==> config.mk <==
export PLATFORM = sky130hd
export DESIGN_NAME = bootfetch_seq
export DESIGN_NICKNAME = d
export VERILOG_FILES = /design/src/rtl/bootfetch_pkg.sv /design/src/rtl/bootfetch_ctrl.sv /design/src/rtl/bootfetch_dp.sv /design/src/rtl/bootfetch_seq.sv
export SDC_FILE = /design/constraint.sdc
export NUM_CORES = 1
export LEC_CHECK = 0
export BUFFER_PORTS_ARGS = -buffer_cell sky130_fd_sc_hd__buf_4
export CAP_MARGIN = 20
export CORE_ASPECT_RATIO = 2
export CORE_UTILIZATION = 47
export CTS_CLUSTER_SIZE = 20
export DETAILED_ROUTE_END_ITERATION = 7
export MAX_ROUTING_LAYER = met4
export PLACE_DENSITY_LB_ADDON = 0.1
export SYNTH_ARGS = -nofsm -noshare
export SYNTH_HDL_FRONTEND = slang
export SYNTH_SLANG_ARGS = --single-unit
==> constraint.sdc <==
create_clock -name clk -period 1.9 [get_ports clk]
set_input_delay 0.38 -clock clk [delete_from_list [all_inputs] [get_ports clk]]
set_output_delay 0.38 -clock clk [all_outputs]
set_load 0.05 [all_outputs]
==> src/rtl/bootfetch_pkg.sv <==
package bootfetch_pkg;

  typedef enum logic [1:0] {
    ST_IDLE     = 2'd0,
    ST_FETCH_SP = 2'd1,
    ST_FETCH_PC = 2'd2,
    ST_DONE     = 2'd3
  } seqState_t;

  // Strobes from the control FSM to the datapath
  typedef struct packed {
    logic reqOn;      // drive a read request this cycle
    logic selPc;      // address the second vector word
    logic loadSp;     // capture read data as stack pointer
    logic loadPc;     // capture read data as program counter
    logic fireStart;  // raise coreStart on the next cycle
  } seqCtl_t;

endpackage

==> src/rtl/bootfetch_ctrl.sv <==
module bootfetch_ctrl
  import bootfetch_pkg::*;
#(
  parameter bit IS_SECONDARY = 1'b1
) (
  input  logic    clk,
  input  logic    rstN,
  input  logic    releaseEn,
  input  logic    memGnt,
  input  logic    memRvalid,
  output seqCtl_t ctl
);

  seqState_t state, stateNext;
  logic      waitResp, waitRespNext;
  logic      goOk;

  assign goOk = !IS_SECONDARY || releaseEn;

  always_ff @(posedge clk or negedge rstN) begin
    if (!rstN) begin
      state    <= ST_IDLE;
      waitResp <= 1'b0;
    end else begin
      state    <= stateNext;
      waitResp <= waitRespNext;
    end
  end

  always_comb begin
    stateNext     = state;
    waitRespNext  = waitResp;
    ctl           = '0;
    unique case (state)
      ST_IDLE: begin
        if (goOk) stateNext = ST_FETCH_SP;
      end
      ST_FETCH_SP, ST_FETCH_PC: begin
        ctl.selPc = (state == ST_FETCH_PC);
        ctl.reqOn = !waitResp;
        if (!waitResp) begin
          if (memGnt) waitRespNext = 1'b1;
        end else if (memRvalid) begin
          waitRespNext = 1'b0;
          if (state == ST_FETCH_SP) begin
            ctl.loadSp = 1'b1;
            stateNext  = ST_FETCH_PC;
          end else begin
            ctl.loadPc    = 1'b1;
            ctl.fireStart = 1'b1;
            stateNext     = ST_DONE;
          end
        end
      end
      ST_DONE: stateNext = ST_DONE;
      default: stateNext = ST_IDLE;
    endcase
  end

  // no request while a read is outstanding
  assert_single_outstanding_R6: assert property (@(posedge clk) disable iff (!rstN)
    waitResp |-> !ctl.reqOn);

  // a held secondary core stays idle
  assert_hold_idle_R2: assert property (@(posedge clk) disable iff (!rstN)
    (IS_SECONDARY && state == ST_IDLE && !releaseEn) |=> (state == ST_IDLE));

  // sequence runs once per reset
  assert_done_sticky_R9: assert property (@(posedge clk) disable iff (!rstN)
    (state == ST_DONE) |=> (state == ST_DONE && !ctl.reqOn));

  // the two loads never coincide
  assert_load_exclusive_R7: assert property (@(posedge clk) disable iff (!rstN)
    !(ctl.loadSp && ctl.loadPc));

endmodule

==> src/rtl/bootfetch_dp.sv <==
module bootfetch_dp
  import bootfetch_pkg::*;
#(
  parameter int                ADDR_W     = 32,
  parameter int                DATA_W     = 32,
  parameter logic [ADDR_W-1:0] ALIAS_BASE = 32'h0001_6000
) (
  input  logic              clk,
  input  logic              rstN,
  input  logic              remapEn,
  input  seqCtl_t           ctl,
  input  logic [DATA_W-1:0] memRdata,
  output logic              memReq,
  output logic [ADDR_W-1:0] memAddr,
  output logic [DATA_W-1:0] spOut,
  output logic [DATA_W-1:0] pcOut,
  output logic              coreStart
);

  localparam int          WORD_BYTES = DATA_W / 8;
  localparam logic [ADDR_W-1:0] PC_OFFSET = ADDR_W'(WORD_BYTES);

  logic [ADDR_W-1:0] tableBase;

  assign tableBase = remapEn ? ALIAS_BASE : '0;
  assign memAddr   = tableBase + (ctl.selPc ? PC_OFFSET : '0);
  assign memReq    = ctl.reqOn;

  always_ff @(posedge clk or negedge rstN) begin
    if (!rstN) begin
      spOut     <= '0;
      pcOut     <= '0;
      coreStart <= 1'b0;
    end else begin
      if (ctl.loadSp) spOut <= memRdata;
      if (ctl.loadPc) pcOut <= memRdata;
      coreStart <= ctl.fireStart;
    end
  end

  // start strobe lasts one cycle
  assert_start_pulse_R9: assert property (@(posedge clk) disable iff (!rstN)
    coreStart |=> !coreStart);

  // outputs stable once start has fired
  assert_values_frozen_R9: assert property (@(posedge clk) disable iff (!rstN)
    coreStart |=> ($stable(spOut) && $stable(pcOut)));

endmodule

==> src/rtl/bootfetch_seq.sv <==
module bootfetch_seq
  import bootfetch_pkg::*;
#(
  parameter int                ADDR_W       = 32,
  parameter int                DATA_W       = 32,
  parameter logic [ADDR_W-1:0] ALIAS_BASE   = 32'h0001_6000,
  parameter bit                IS_SECONDARY = 1'b1
) (
  input  logic              clk,
  input  logic              rstN,
  input  logic              releaseEn,
  input  logic              remapEn,
  output logic              memReq,
  output logic [ADDR_W-1:0] memAddr,
  input  logic              memGnt,
  input  logic              memRvalid,
  input  logic [DATA_W-1:0] memRdata,
  output logic [DATA_W-1:0] spOut,
  output logic [DATA_W-1:0] pcOut,
  output logic              coreStart
);

  seqCtl_t ctl;

  bootfetch_ctrl #(.IS_SECONDARY(IS_SECONDARY)) u_ctrl (
    .clk       (clk),
    .rstN      (rstN),
    .releaseEn (releaseEn),
    .memGnt    (memGnt),
    .memRvalid (memRvalid),
    .ctl       (ctl)
  );

  bootfetch_dp #(
    .ADDR_W     (ADDR_W),
    .DATA_W     (DATA_W),
    .ALIAS_BASE (ALIAS_BASE)
  ) u_dp (
    .clk       (clk),
    .rstN      (rstN),
    .remapEn   (remapEn),
    .ctl       (ctl),
    .memRdata  (memRdata),
    .memReq    (memReq),
    .memAddr   (memAddr),
    .spOut     (spOut),
    .pcOut     (pcOut),
    .coreStart (coreStart)
  );

  // an ungranted request is held with the same address
  assert_req_hold_R5: assert property (@(posedge clk) disable iff (!rstN)
    (memReq && !memGnt) |=> (memReq && ($stable(memAddr) || !$stable(remapEn))));

  // after a grant the request drops
  assert_drop_after_grant_R6: assert property (@(posedge clk) disable iff (!rstN)
    (memReq && memGnt) |=> !memReq);

endmodule

# ---- After elaboration in Yosys (flattened, before gate mapping)
# Index checks and enable logic that the tools add are counted.
dict set report word_totals {
  reg_bits 68
  latchBits 0
  ram_bits 0
  rom_bits 0
  inputBits 38
  out_inout_bits 98
  word_cells 31
  mem_count 0
}
dict set report op_classes {
  add_sub_neg 1
  multipliers 0
  n_div 0
  order_cmp 0
  eq_ne 6
  n_shift 0
  mux 15
  bitwise 0
  reduce_logical 4
}
# operator n
set ops {}
lappend ops {{adder 32 bit} 1}
lappend ops {{2-to-1 mux 17 bit} 1}
lappend ops {{2-to-1 mux 3 bit} 3}
lappend ops {{2-to-1 mux 2 bit} 4}
lappend ops {{one-hot mux 2 bit (3 select lines)} 1}
lappend ops {{2-to-1 mux 1 bit} 5}
lappend ops {{2-to-1 mux 5 bit} 1}
lappend ops {{equality test 2 bit, second input constant} 2}
lappend ops {{inequality test 2 bit, second input constant} 2}
lappend ops {{AND reduction 3 bit} 1}
lappend ops {{equality test 2 x 1 -> 1 bit, second input constant} 1}
lappend ops {{logical NOT 2 bit} 1}
lappend ops {{inequality test 2 x 1 -> 1 bit, second input constant} 1}
lappend ops {{OR reduction 2 bit} 1}
lappend ops {{logical NOT 1 bit} 1}

# ---- Depth between registers and ports, before layout
dict set report logic_depth {
  ltp_word 7
  ltp_mapped 5
  mapped_depth_nobuf 5
}

# ---- Cells and area by module
# From an unflattened synthesis, not the netlist that was laid out.
dict set report hier_totals {
  cells_unflattened 192
  hier_area_um2 3200.6
}
# mod instances cells_each area_per_inst_um2 seq_area_each_um2
set modules_own_cells {}
lappend modules_own_cells {bootfetch_dp 1 171 2966.6 1626.6}
lappend modules_own_cells {bootfetch_ctrl 1 21 234.0 75.1}

# ---- Worst setup path after synthesis
# No wires, ideal clock.
dict set report synth_path {
  kind {register to output}
  start {reg u_ctrl.state[0]}
  end {out memReq}
  arrival_time_ns 1.578
  required_time_ns 1.520
  path_slack_ns -0.058
  path_stages_with_launch 4
  n_path_buf 0
  cell_sequence {dfrtp_1 > inv_1 > ha_1 > nor2b_1}
}
dict set report synth_between {
  elab_chain_cells 3
  word_cells_on_any_way 4
  classes_between {eq/ne: 2; mux: 1; reduce/logical: 1}
}
# item line
set synth_rtl {}
lappend synth_rtl {{start, declared} bootfetch_ctrl.sv:14} ;# seqState_t state, stateNext;
lappend synth_rtl {{start signal, assigned} bootfetch_ctrl.sv:25} ;# state <= stateNext;
lappend synth_rtl {{equality test 2 x 1 -> 1 bit / equality test 2 bit (equally long branches)} bootfetch_ctrl.sv:34} ;# unique case (state)
lappend synth_rtl {{OR reduction 2 bit (*)} bootfetch_ctrl.sv:34}
lappend synth_rtl {{2-to-1 mux 5 bit (*)} bootfetch_ctrl.sv:34}
lappend synth_rtl {{end, declared} bootfetch_seq.sv:13} ;# output logic memReq,
# Mark *: on every way between the ends. The rest lies on a longest branch, timed or not.

# ---- Final worst setup path
dict set report layout_path {
  start {reg u_ctrl.state[1]}
  end {out memReq}
}
# Same word-level chain as after synthesis.

==> flow_summary.toml <==
[critical_path]
startpoint_type = "register"
setup.worst_path.end_class = "primary output"
crit_fanout = 4
path_class = "reg -> out"
cp.arrival_ns = 1.43
cp.required_ns = 1.52

[drt]
highest_layer = "met4"
m1WireLength_um = 2150
drc_errors = 0
via_per_inst = 4.51
wl_per_cell_um = 14.8
wl_met2_um = 3170
postRouteAntennaNets = 0
wl_um = 5730
vias = 1750
drt-initial-drc-count = 54
wl_met3_um = 287
first_pass_iters = 4

[power]
combPwrFrac_pct = 7.0
total_power_w = 0.00321
max-vdd-ir-drop_mv = 0.647
leakage_nw = 2.39
pwr-share-clk_pct = 47.8
p_sw_share_pct = 22.3
power_switching_w = 0.000715
seqPwrFrac_pct = 45.2
p_int_w = 0.00249
power_density_mw_per_mm2 = 785

[logic_synthesis]
yosys_register_bits = 68
syn_area_mm2 = 0.00300
synth_largest_area_cell = "dfrtp_1"
synth_mux_area_share_pct = 28.3
synth_simple_gate_area_share_pct = 2.04
yosysSeqAreaShare_pct = 56.7
avgSynthCellArea_um2 = 16.0
synth_top_family_by_area = "multiplexers"
synth.area.top_cells = "dfrtp_1, mux2_4, mux2_2, buf_4, buf_6"
synth_xor_xnor_area_share_pct = 0
synth_top_area_share_pct = 56.7
synthAdderAreaFrac_pct = 1.67
synth.distinct_cells = 16
synth-compound-area-share_pct = 0.542
yosys_warnings = 0
synthesis.instances = 188

[flow_run]
maxCapViolations = 0

[clocking]
insertion_delay_ns = 0.32
clk_path_buf_depth = 2
htree_levels = 3
cts-root-buf = "clkbuf_16"
cts_sinks = 68
clkTransAtPathRegs_ns = 0.05
cts_tree = "yes"
cts_buffers = 9

[die]
start_util_pct = 49.2
die_h_um = 115
num_rows = 40
ios = 136
chipWidth_um = 58.5
core_mm2 = 0.00611
die_area_mm2 = 0.00673

[sta]
setup_slack_ns = 0.0924
fin_crit_ns = 1.81
period_share_pct = 95.1
slew_viol_final = 0
max_freq_mhz = 553
fin_skew_ns = 0.00351
setup_viol = 0
hold_ws_ns = 0.279
grt_setup_unrepaired = "no"
setup-tns-final_ns = 0
finalHoldViolations = 0

[layout]
mostFrequentLayoutCells = "buf_4, dfrtp_1, mux2_2"
final_common_cell = "buf_4"
layout-drive-gt1-share_pct = 62.2
post-route-util_pct = 66.9
n_antenna_cell = 0
area_growth_pct = 36.2
nFillCells = 495
layout.nets = 341

[placement]
dp_hpwl_um = 4120
port_buffers = 103
place_ws_ns = 0.170
gp_congestion = 0.726

[global_routing]
antenna_found_initial = 0
grt_overflow = 0
grt_pass1_wl_um = 8810
grt_max_degree = 40
grt_pass1_vias = 1779
track_usage_pct = 18.8

[run_status]
outcome = "completed"

[hold_path]
hp-class = "in -> reg"
==> sequential cells by signal, summed over array words and instances, names as in the netlist <==
signal,count
u_dp.coreStart,1
u_dp.pcOut,32
u_dp.spOut,32
u_ctrl.state,2
u_ctrl.waitResp,1
==> routing by layer <==
metal,GRT usage (%),up-vias
met5,-,-
met4,10.5,0
met3,4.95,9
met2,31.1,69
met1,19.8,867
li1,-,805
==> logic make-up after synthesis <==
| kind of cell | count (synthesis) |
|---|---|
| DFF | 68 |
| muxes | 66 |
| and+or+nand+nor | 5 |
| other | 1 |
| buffers and inverters | 41 |
| adders and majority gates | 4 |
| AOI/OAI and AO/OA | 3 |
==> cell type report <==
cell class / instances / area (um^2) / share of cell area, %
clock buffers: 15 / 278 / 6.80
clock inverters: 1 / 5.00 / 0.122
inverters: 3 / 11.3 / 0.275
multi-input cells: 106 / 1100 / 26.8
flip-flops and latches: 68 / 1700 / 41.6
well taps: 84 / 105 / 2.57
repair buffers: 111 / 890 / 21.8
==> critical path: stages, from the launching register on <==
cell and delay [ns]:
dfrtp_1 0.39, inv_1 0.17, ha_4 0.24, nor2b_2 0.15, buf_6 0.16
==> repair_timing <==
action,4_1_cts,5_1_grt
resized for setup,2,1
setup endpoints to repair,1,1
hold endpoints to repair,29,0
buffers inserted,0,2
hold buffers,1,0
pin swaps,0,1
cloned,0,0
==> synthesized netlist by cell type <==
master and instances:
a21oi_1 2, a31oi_1 1, buf_4 32, buf_6 6, conb_1 1, dfrtp_1 68, ha_1 4, inv_1 3
mux2_1 2, mux2_2 33, mux2_4 29, mux2i_1 2, nand2_1 1, nand4_4 1, nand4b_4 1, nor2b_1 2
==> per-stage QoR <==
step / cells / instance area [um^2]
floorplan: 215 / 3110
finish: 388 / 4090
global route: 388 / 4090
global placement: 369 / 3760
CTS: 386 / 4070
detailed placement: 369 / 3760
==> power groups by stage <==
stage          registers (W)  logic, W  clock network [W]
2_1_floorplan        0.00148  0.000184                  0
3_3_place_gp         0.00147  0.000224                  0
3_5_place_dp         0.00147  0.000225                  0
4_1_cts              0.00145  0.000227            0.00158
5_1_grt              0.00145  0.000240            0.00163
6_report             0.00145  0.000225            0.00153
==> final timing paths <==
check,startpoint,to,slack (ns),cells past startpoint
max,u_ctrl.state[1]$_DFFE_PN0P_,memReq,0.09,4
min in group asynchronous,rstN,u_dp.pcOut[22]$_DFFE_PN0P_,0.53,2
min,memRdata[12],u_dp.spOut[12]$_DFFE_PN0P_,0.28,2
max reg2reg,u_ctrl.state[1]$_DFFE_PN0P_,u_dp.pcOut[16]$_DFFE_PN0P_,0.17,5
min reg2reg,u_dp.spOut[12]$_DFFE_PN0P_,u_dp.spOut[12]$_DFFE_PN0P_,0.50,1
max in group asynchronous,rstN,u_dp.spOut[6]$_DFFE_PN0P_,0.84,3
Note: power is estimated with default switching activity, not from simulation.
